===== src/rtl/hd_pkg.sv =====
`timescale 1ns/1ps
package hd_pkg;
  localparam int unsigned CW = 8;
  localparam int unsigned DW = 4;

  // 1 = check passes
  typedef struct packed {
    logic a;
    logic b;
    logic c;
    logic d;
  } syn_t;

  typedef enum logic [1:0] {
    VD_CLEAN = 2'd0,
    VD_FIXED = 2'd1,
    VD_FAIL  = 2'd2
  } verdict_t;
endpackage


===== src/rtl/hd_deser.sv =====
`timescale 1ns/1ps
module hd_deser #(
  parameter int unsigned CW = 8
) (
  input  logic          clk_i,
  input  logic          rst_ni,
  input  logic          valid_i,
  input  logic          bit_i,
  output logic [CW-1:0] word_o,
  output logic          done_o
);
  localparam int unsigned CNT_W = $clog2(CW);
  localparam logic [CNT_W-1:0] LAST = CNT_W'(CW - 1);

  logic [CW-2:0]    sh_q;
  logic [CNT_W-1:0] cnt_q;

  always_ff @(posedge clk_i or negedge rst_ni) begin
    if (!rst_ni) begin
      sh_q  <= '0;
      cnt_q <= '0;
    end else if (valid_i) begin
      sh_q  <= {bit_i, sh_q[CW-2:1]};
      cnt_q <= (cnt_q == LAST) ? '0 : cnt_q + 1'b1;
    end
  end

  // full word is visible while the last bit is on the wire
  assign word_o = {bit_i, sh_q};
  assign done_o = valid_i && (cnt_q == LAST);
endmodule


===== src/rtl/hd_syndrome.sv =====
`timescale 1ns/1ps
module hd_syndrome
  import hd_pkg::*;
(
  input  logic [CW-1:0] word_i,
  output syn_t          syn_o
);
  always_comb begin
    syn_o.a = word_i[0] ^ word_i[1] ^ word_i[5] ^ word_i[7];
    syn_o.b = word_i[1] ^ word_i[2] ^ word_i[3] ^ word_i[7];
    syn_o.c = word_i[1] ^ word_i[3] ^ word_i[4] ^ word_i[5];
    syn_o.d = ^word_i;
  end
endmodule


===== src/rtl/hd_correct.sv =====
`timescale 1ns/1ps
module hd_correct
  import hd_pkg::*;
(
  input  logic [CW-1:0] word_i,
  input  syn_t          syn_i,
  output logic [DW-1:0] data_o,
  output verdict_t      verdict_o
);
  logic [DW-1:0] raw;
  logic [DW-1:0] flip;

  for (genvar g = 0; g < DW; g++) begin : g_pick
    assign raw[g] = word_i[2*g+1];
  end

  always_comb begin
    flip = '0;
    if (!syn_i.d) begin
      unique case ({syn_i.a, syn_i.b, syn_i.c})
        3'b000:  flip = 4'b0001;
        3'b100:  flip = 4'b0010;
        3'b010:  flip = 4'b0100;
        3'b001:  flip = 4'b1000;
        default: flip = '0;
      endcase
    end
  end

  always_comb begin
    if (!syn_i.d)                           verdict_o = VD_FIXED;
    else if (syn_i.a && syn_i.b && syn_i.c) verdict_o = VD_CLEAN;
    else                                    verdict_o = VD_FAIL;
  end

  assign data_o = raw ^ flip;
endmodule


===== src/rtl/hd_decoder.sv =====
`timescale 1ns/1ps
module hd_decoder
  import hd_pkg::*;
(
  input  logic          clk_i,
  input  logic          rst_ni,
  input  logic          valid_i,
  input  logic          bit_i,
  output logic [DW-1:0] data_o,
  output logic          valid_o,
  output logic          corrected_o,
  output logic          uncorr_o
);
  logic [CW-1:0] word;
  logic          done;
  syn_t          syn;
  logic [DW-1:0] fixed_data;
  verdict_t      verdict;

  hd_deser #(.CW(CW)) u_deser (
    .clk_i  (clk_i),
    .rst_ni (rst_ni),
    .valid_i(valid_i),
    .bit_i  (bit_i),
    .word_o (word),
    .done_o (done)
  );

  hd_syndrome u_syn (
    .word_i(word),
    .syn_o (syn)
  );

  hd_correct u_cor (
    .word_i   (word),
    .syn_i    (syn),
    .data_o   (fixed_data),
    .verdict_o(verdict)
  );

  always_ff @(posedge clk_i or negedge rst_ni) begin
    if (!rst_ni) begin
      data_o      <= '0;
      valid_o     <= 1'b0;
      corrected_o <= 1'b0;
      uncorr_o    <= 1'b0;
    end else begin
      valid_o     <= done && (verdict != VD_FAIL);
      corrected_o <= done && (verdict == VD_FIXED);
      uncorr_o    <= done && (verdict == VD_FAIL);
      if (done && verdict != VD_FAIL) data_o <= fixed_data;
    end
  end
endmodule


===== config.mk =====
export PLATFORM = sky130hd
export DESIGN_NAME = hd_decoder
export DESIGN_NICKNAME = d
export VERILOG_FILES = /design/src/rtl/hd_pkg.sv /design/src/rtl/hd_deser.sv /design/src/rtl/hd_syndrome.sv /design/src/rtl/hd_correct.sv /design/src/rtl/hd_decoder.sv
export SDC_FILE = /design/constraint.sdc
export NUM_CORES = 1
export LEC_CHECK = 0
export BUFFER_PORTS_ARGS = -buffer_cell sky130_fd_sc_hd__buf_2
export CAP_MARGIN = 0
export CORE_UTILIZATION = 50
export CTS_BUF_LIST = sky130_fd_sc_hd__clkbuf_16
export DETAILED_ROUTE_END_ITERATION = 16
export PLACE_DENSITY_LB_ADDON = 0.12
export SLEW_MARGIN = 20
export SYNTH_ARGS = -nofsm -noshare
export SYNTH_HDL_FRONTEND = slang
export SYNTH_SLANG_ARGS = --single-unit

===== constraint.sdc =====
create_clock -name clk_i -period 1.9 [get_ports clk_i]
set_input_delay 0.475 -clock clk_i [delete_from_list [all_inputs] [get_ports clk_i]]
set_output_delay 0.475 -clock clk_i [all_outputs]
set_load 0.03 [all_outputs]

Word-level counts from Yosys, hierarchy flattened
Cells that the tools add are included.
{ "classes": {"addsub": 1, "multipliers": 0, "div": 0, "order_cmp": 0, "n_eq_ne": 7, "shift": 0, "muxes": 5, "n_bitwise": 10, "reduce_logical": 8} }
{ "ops": {"columns": ["operator", "count"], "rows": [
  ["$pmux 4 s4", 1],
  ["$xor 1x1->1", 9],
  ["$reduce_xor 8->1", 1],
  ["$eq 3x3->1 const B", 2],
  ["$logic_and 1x1->1", 6],
  ["$mux 2", 2],
  ["$mux 4", 1],
  ["$xor 4x4->4", 1],
  ["$add 3x1->3 const B", 1],
  ["$eq 3x1->1 const B", 1],
  ["$eq 3x2->1 const B", 1],
  ["$logic_not 3->1", 1],
  ["$mux 3", 1],
  ["$eq 2x1->1 const B", 1],
  ["$eq 2x2->1 const B", 1],
  ["$ne 2x2->1 const B", 1]
]} }
{ "word_totals": {"reg_bits": 17, "latch_bits": 0, "mem_bits_rw": 0, "rom_bits": 0, "input_bits": 4, "output_inout_bits": 7, "word_cells": 37, "n_memories": 0} }

Longest topological paths before layout
{ "logic_depth": {"word_depth": 9, "ltp_mapped": 5, "mapped_depth_nobuf": 5} }

Modules after synthesis
Synthesis repeated with hierarchy kept, for this count alone.
{ "hier_totals": {"hier_cells": 64, "area_unflattened_um2": 918.4} }
{ "by_module_without_submodules": {"columns": ["mod", "instances", "cells_each", "area_per_inst_um2", "seq_area_each_um2"], "rows": [
  ["hd_deser", 1, 28, 449.2, 250.2],
  ["hd_decoder", 1, 16, 259.0, 175.2],
  ["hd_syndrome", 1, 10, 132.6, 0.0],
  ["hd_correct", 1, 10, 77.6, 0.0]
]} }

Least setup slack after synthesis
No wires, ideal clock.
{ "synth_path": {"kind": "in2reg", "from": "in bit_i", "to": "reg data_o[0]", "setup_ns": 0.125, "arrival_ns": 1.647, "required_time_ns": 1.775, "path_slack_ns": 0.128, "cell_stages": 5, "n_path_buf": 0, "path_cell_list": "xnor2_2 -> xnor2_2 -> or2b_4 -> nand4_4 -> mux2_4"} }
{ "synth_between": {"elab_chain_cells": 7, "elab_cells_between_ends": 16, "classes_between": "4 x eq/ne; 4 x mux; 3 x bitwise; 5 x reduce/logical"} }
{ "synth_lines": {"columns": ["item", "line_no", "source"], "rows": [
  ["start, declared", "hd_decoder.sv:8", "input logic bit_i,"],
  ["parallel branches: the longest is 7 deep, another holds $pmux 4 s4", null, null],
  ["end signal, assigned", "hd_decoder.sv:51", "if (done && verdict != VD_FAIL) data_o <= fixed_data;"],
  ["end, declared", "hd_decoder.sv:9", "output logic [DW-1:0] data_o,"]
]} }
Several ways; the timed one is not identified.
A chain may end at the register's enable or synchronous reset.

Worst setup path after layout
{ "layout_path": {"from": "reg u_deser.sh_q[3]", "to": "reg data_o[0]"} }
{ "layout_between": {"elab_chain_cells": 8, "elab_cells_between_ends": 19, "classes_between": "4 x eq/ne; 4 x mux; 6 x bitwise; 5 x reduce/logical"} }
{ "layout_lines": {"columns": ["item", "line_no", "source"], "rows": [
  ["start, declared", "hd_deser.sv:15", "logic [CW-2:0] sh_q;"],
  ["start signal, assigned", "hd_deser.sv:23", "sh_q <= {bit_i, sh_q[CW-2:1]};"],
  ["parallel branches: the longest is 8 deep, another holds $pmux 4 s4", null, null]
]} }
Several ways; the timed one is not identified.

==> out/summary.txt <==
Vias -> 508
Worst setup endpoint -> data_o[0]
P_int -> 1.295 mW
P_leak -> 0.5246 nW
CORE AREA -> 1594 µm²
Gate power share -> 50.9%
Clock Latency Late Sink -> 0.24 ns
Gr usage total -> 14.75%
Switch Pwr -> 694.6 µW
CP max-delay cell -> dfrtp_1
First drt pass iteration count -> 1
Synthesis Warnings -> 0
Port buffer count -> 10
Io pins -> 11
GP Congestion -> 0.6965
Syn Area/Cell -> 14.24 µm²
Hold Crit Class -> in2async
Yosys reg bits -> 17
Critical Path Sink Type -> flop
WHS -> 0.1363 ns
Flop pwr share -> 29.1%
Crit. Startpoint -> u_deser.sh_q[3]
CTS buffer count -> 3
Most frequent cells in the layout -> 17 x dfrtp_1, 10 x mux2_2, 10 x buf_2
Tmin final -> 1.801 ns
CP Buf/Inv Count -> 0
R2r endpoint -> data_o[0]
Setup slack, reg-to-reg -> 0.1 ns
Instance count on the critical path -> 5
Starting DRT DRC Count -> 0
Row cnt -> 14
Max Slew Vio Count -> 0
Power Total -> 1.989 mW
Worst VDD drop -> 1.012 mV
CP cell instances -> xnor2_2 > xnor2_2 > o211ai_2 > nand4_4 > mux2_4
DRT Wirelength -> 1.209 mm
Register area share after synthesis -> 47.42%
Layout cell share with drive strength beyond 1 -> 53.09%
Pre-CTS setup slack -> -0.06046 ns
First-pass GRT wire length -> 2.028 mm
Initial antenna violation count -> 0
Final ANT Viol Nets -> 0
Via density -> 4.838
Slew Limit Headroom -> 75.41%
FMAX -> 0.5553 GHz
# clock sinks -> 17
H-tree depth -> 1
Most common cell after layout, fill and taps aside -> dfrtp_1
Register area -> 425.4 µm²
Final worst-path cycle share -> 94.78%
Root Buffer -> clkbuf_16
GR Util met2 -> 24.41%
Vias in the first global route -> 484
Die H -> 44.36 µm
Critical Path RT -> 2.03 ns
Area of the multi-input gates -> 479.2 µm²
Final net count -> 88
RSZ-0062 raised after global routing -> no
Worst setup SP type -> flop
Filler cells -> 122
CP most frequent cell -> xnor2_2
Net Sw Frac -> 34.92%
Non-Filler Instances -> 105
Die area -> 1968 µm²
Reg clk slew, reported paths -> 0.05 ns
Placed wire-length estimate -> 975.8 µm
Reg2Reg Depth -> 5
Endpoints failing hold -> 0
Routed WL per cell -> 11.51 µm
Clock Power Share -> 20.0%
Power Density -> 1800 nW/µm²
Synth unique cells -> 18
Number of buffers added for setup after CTS -> 0
Mapped Area -> 897.1 µm²
Post-synthesis net count -> 69
Critical path fanouts, max -> 5
Final worst slack -> 0.09922 ns
TritonCTS clock tree -> built
Met3 usage -> 7.347%
DRC viols -> 0
Mapped Cells -> 63
Clock Skew -> 0.0007971 ns
Layout Area Growth over Synthesis -> 23.15%
Reg2reg start -> u_deser.sh_q[3]
GRT Max-Usage Layer -> met2
Met1 track demand over resource -> 16.27%
Worst-Margin Slew -> 0.3662 ns
Die width -> 44.36 µm
Clock Path Buffers -> 2
Count of final setup violators -> 0
Initial Util -> 56.28%
Crit-path max cell delay -> 0.45 ns
Worst path arrival time -> 1.93 ns
Placed Cells incl. Taps -> 101
Total congestion overflow -> 0
WS Path Type -> reg2reg
Largest net degree at the start of global routing -> 18
Status -> finished clean
Max-cap violation count -> 0
Top Family by Delay on Critical Path -> XOR/XNOR gates
Hold-fix buffers, CTS -> 0
Antenna cell count -> 0
==> cells in the mapped netlist (all sizes together) <==
| master | number | area [µm²] |
|---|---|---|
| dfrtp | 17 | 425.4 |
| mux2 | 14 | 172.7 |
| xnor2 | 13 | 143.9 |
| nand2 | 3 | 11.26 |
| ha | 2 | 25.02 |
| nand4 | 2 | 27.53 |
| nand4b | 2 | 17.52 |
| nor2 | 2 | 7.510 |
| xor2 | 2 | 17.52 |
| a21oi | 1 | 5.000 |
| and4bb | 1 | 12.51 |
| clkbuf | 1 | 3.750 |
| inv | 1 | 3.750 |
| o211ai | 1 | 12.51 |
| or2b | 1 | 11.26 |
==> how the worst min path moves through the flow <==
stage / to / slack, ns / cells past startpoint
floorplan: corrected_o / 0.18 / 0
CTS: data_o[3] / 0.15 / 1
global placement: data_o[3] / 0.40 / 1
finish: data_o[3] / 0.14 / 1
global route: data_o[3] / 0.17 / 1
detailed placement: data_o[3] / 0.41 / 1
==> layout make-up <==
cell class | count | share of cell area [%]
clock inverter | 1 | 0.3398
tap | 24 | 2.718
sequential | 17 | 38.51
multi-input combinational | 44 | 43.37
clock buffer | 3 | 6.795
timing repair buffer | 15 | 7.928
inverter | 1 | 0.3398
==> stage by stage <==
stage | util (%) | area, µm² | TNS, ns
2_1_floorplan | - | 897.1 | 0
3_3_place_gp | 63.42 | 1011 | -0.09705
3_5_place_dp | 63.42 | 1011 | -0.2152
4_1_cts | 68.37 | 1090 | 0
5_1_grt | 69.31 | 1105 | 0
6_report | 69.31 | 1105 | 0
==> what timing repair did <==
action / CTS / global route
hold endpoints to repair: 0 / 0
endpoints found under the setup margin: 0 / 4
resized for setup: 0 / 2
==> power by group through the flow <==
stage / registers [mW] / logic [mW] / clock network (mW)
5_1_grt: 0.599 / 1.10 / 0.427
3_5_place_dp: 0.584 / 0.995 / 0
6_report: 0.579 / 1.01 / 0.398
2_1_floorplan: 0.675 / 0.655 / 0
3_3_place_gp: 0.579 / 0.983 / 0
4_1_cts: 0.577 / 1.00 / 0.410
==> state kept, by name, summed over array words and instances, names as in the netlist <==
| register | count |
|---|---|
| uncorr_o | 1 |
| u_deser.sh_q | 7 |
| data_o | 4 |
| valid_o | 1 |
| u_deser.cnt_q | 3 |
| corrected_o | 1 |
==> routing by layer <==
metal	part of all wire [%]	wire [µm]	up-vias
met5	0	0	-
met4	0	0	0
met3	4.6	56	0
met2	53	635	10
met1	43	518	245
li1	-	-	253
==> logic make-up after synthesis <==
family	after synthesis	share of synthesized area, %
mux	14	19.25
fa+ha+maj	2	2.789
buf+inv	2	0.8360
simple gates	11	9.764
flops	17	47.42
compound gates	2	1.952
xor+xnor	15	17.99
(Power assumes the default switching activity.)
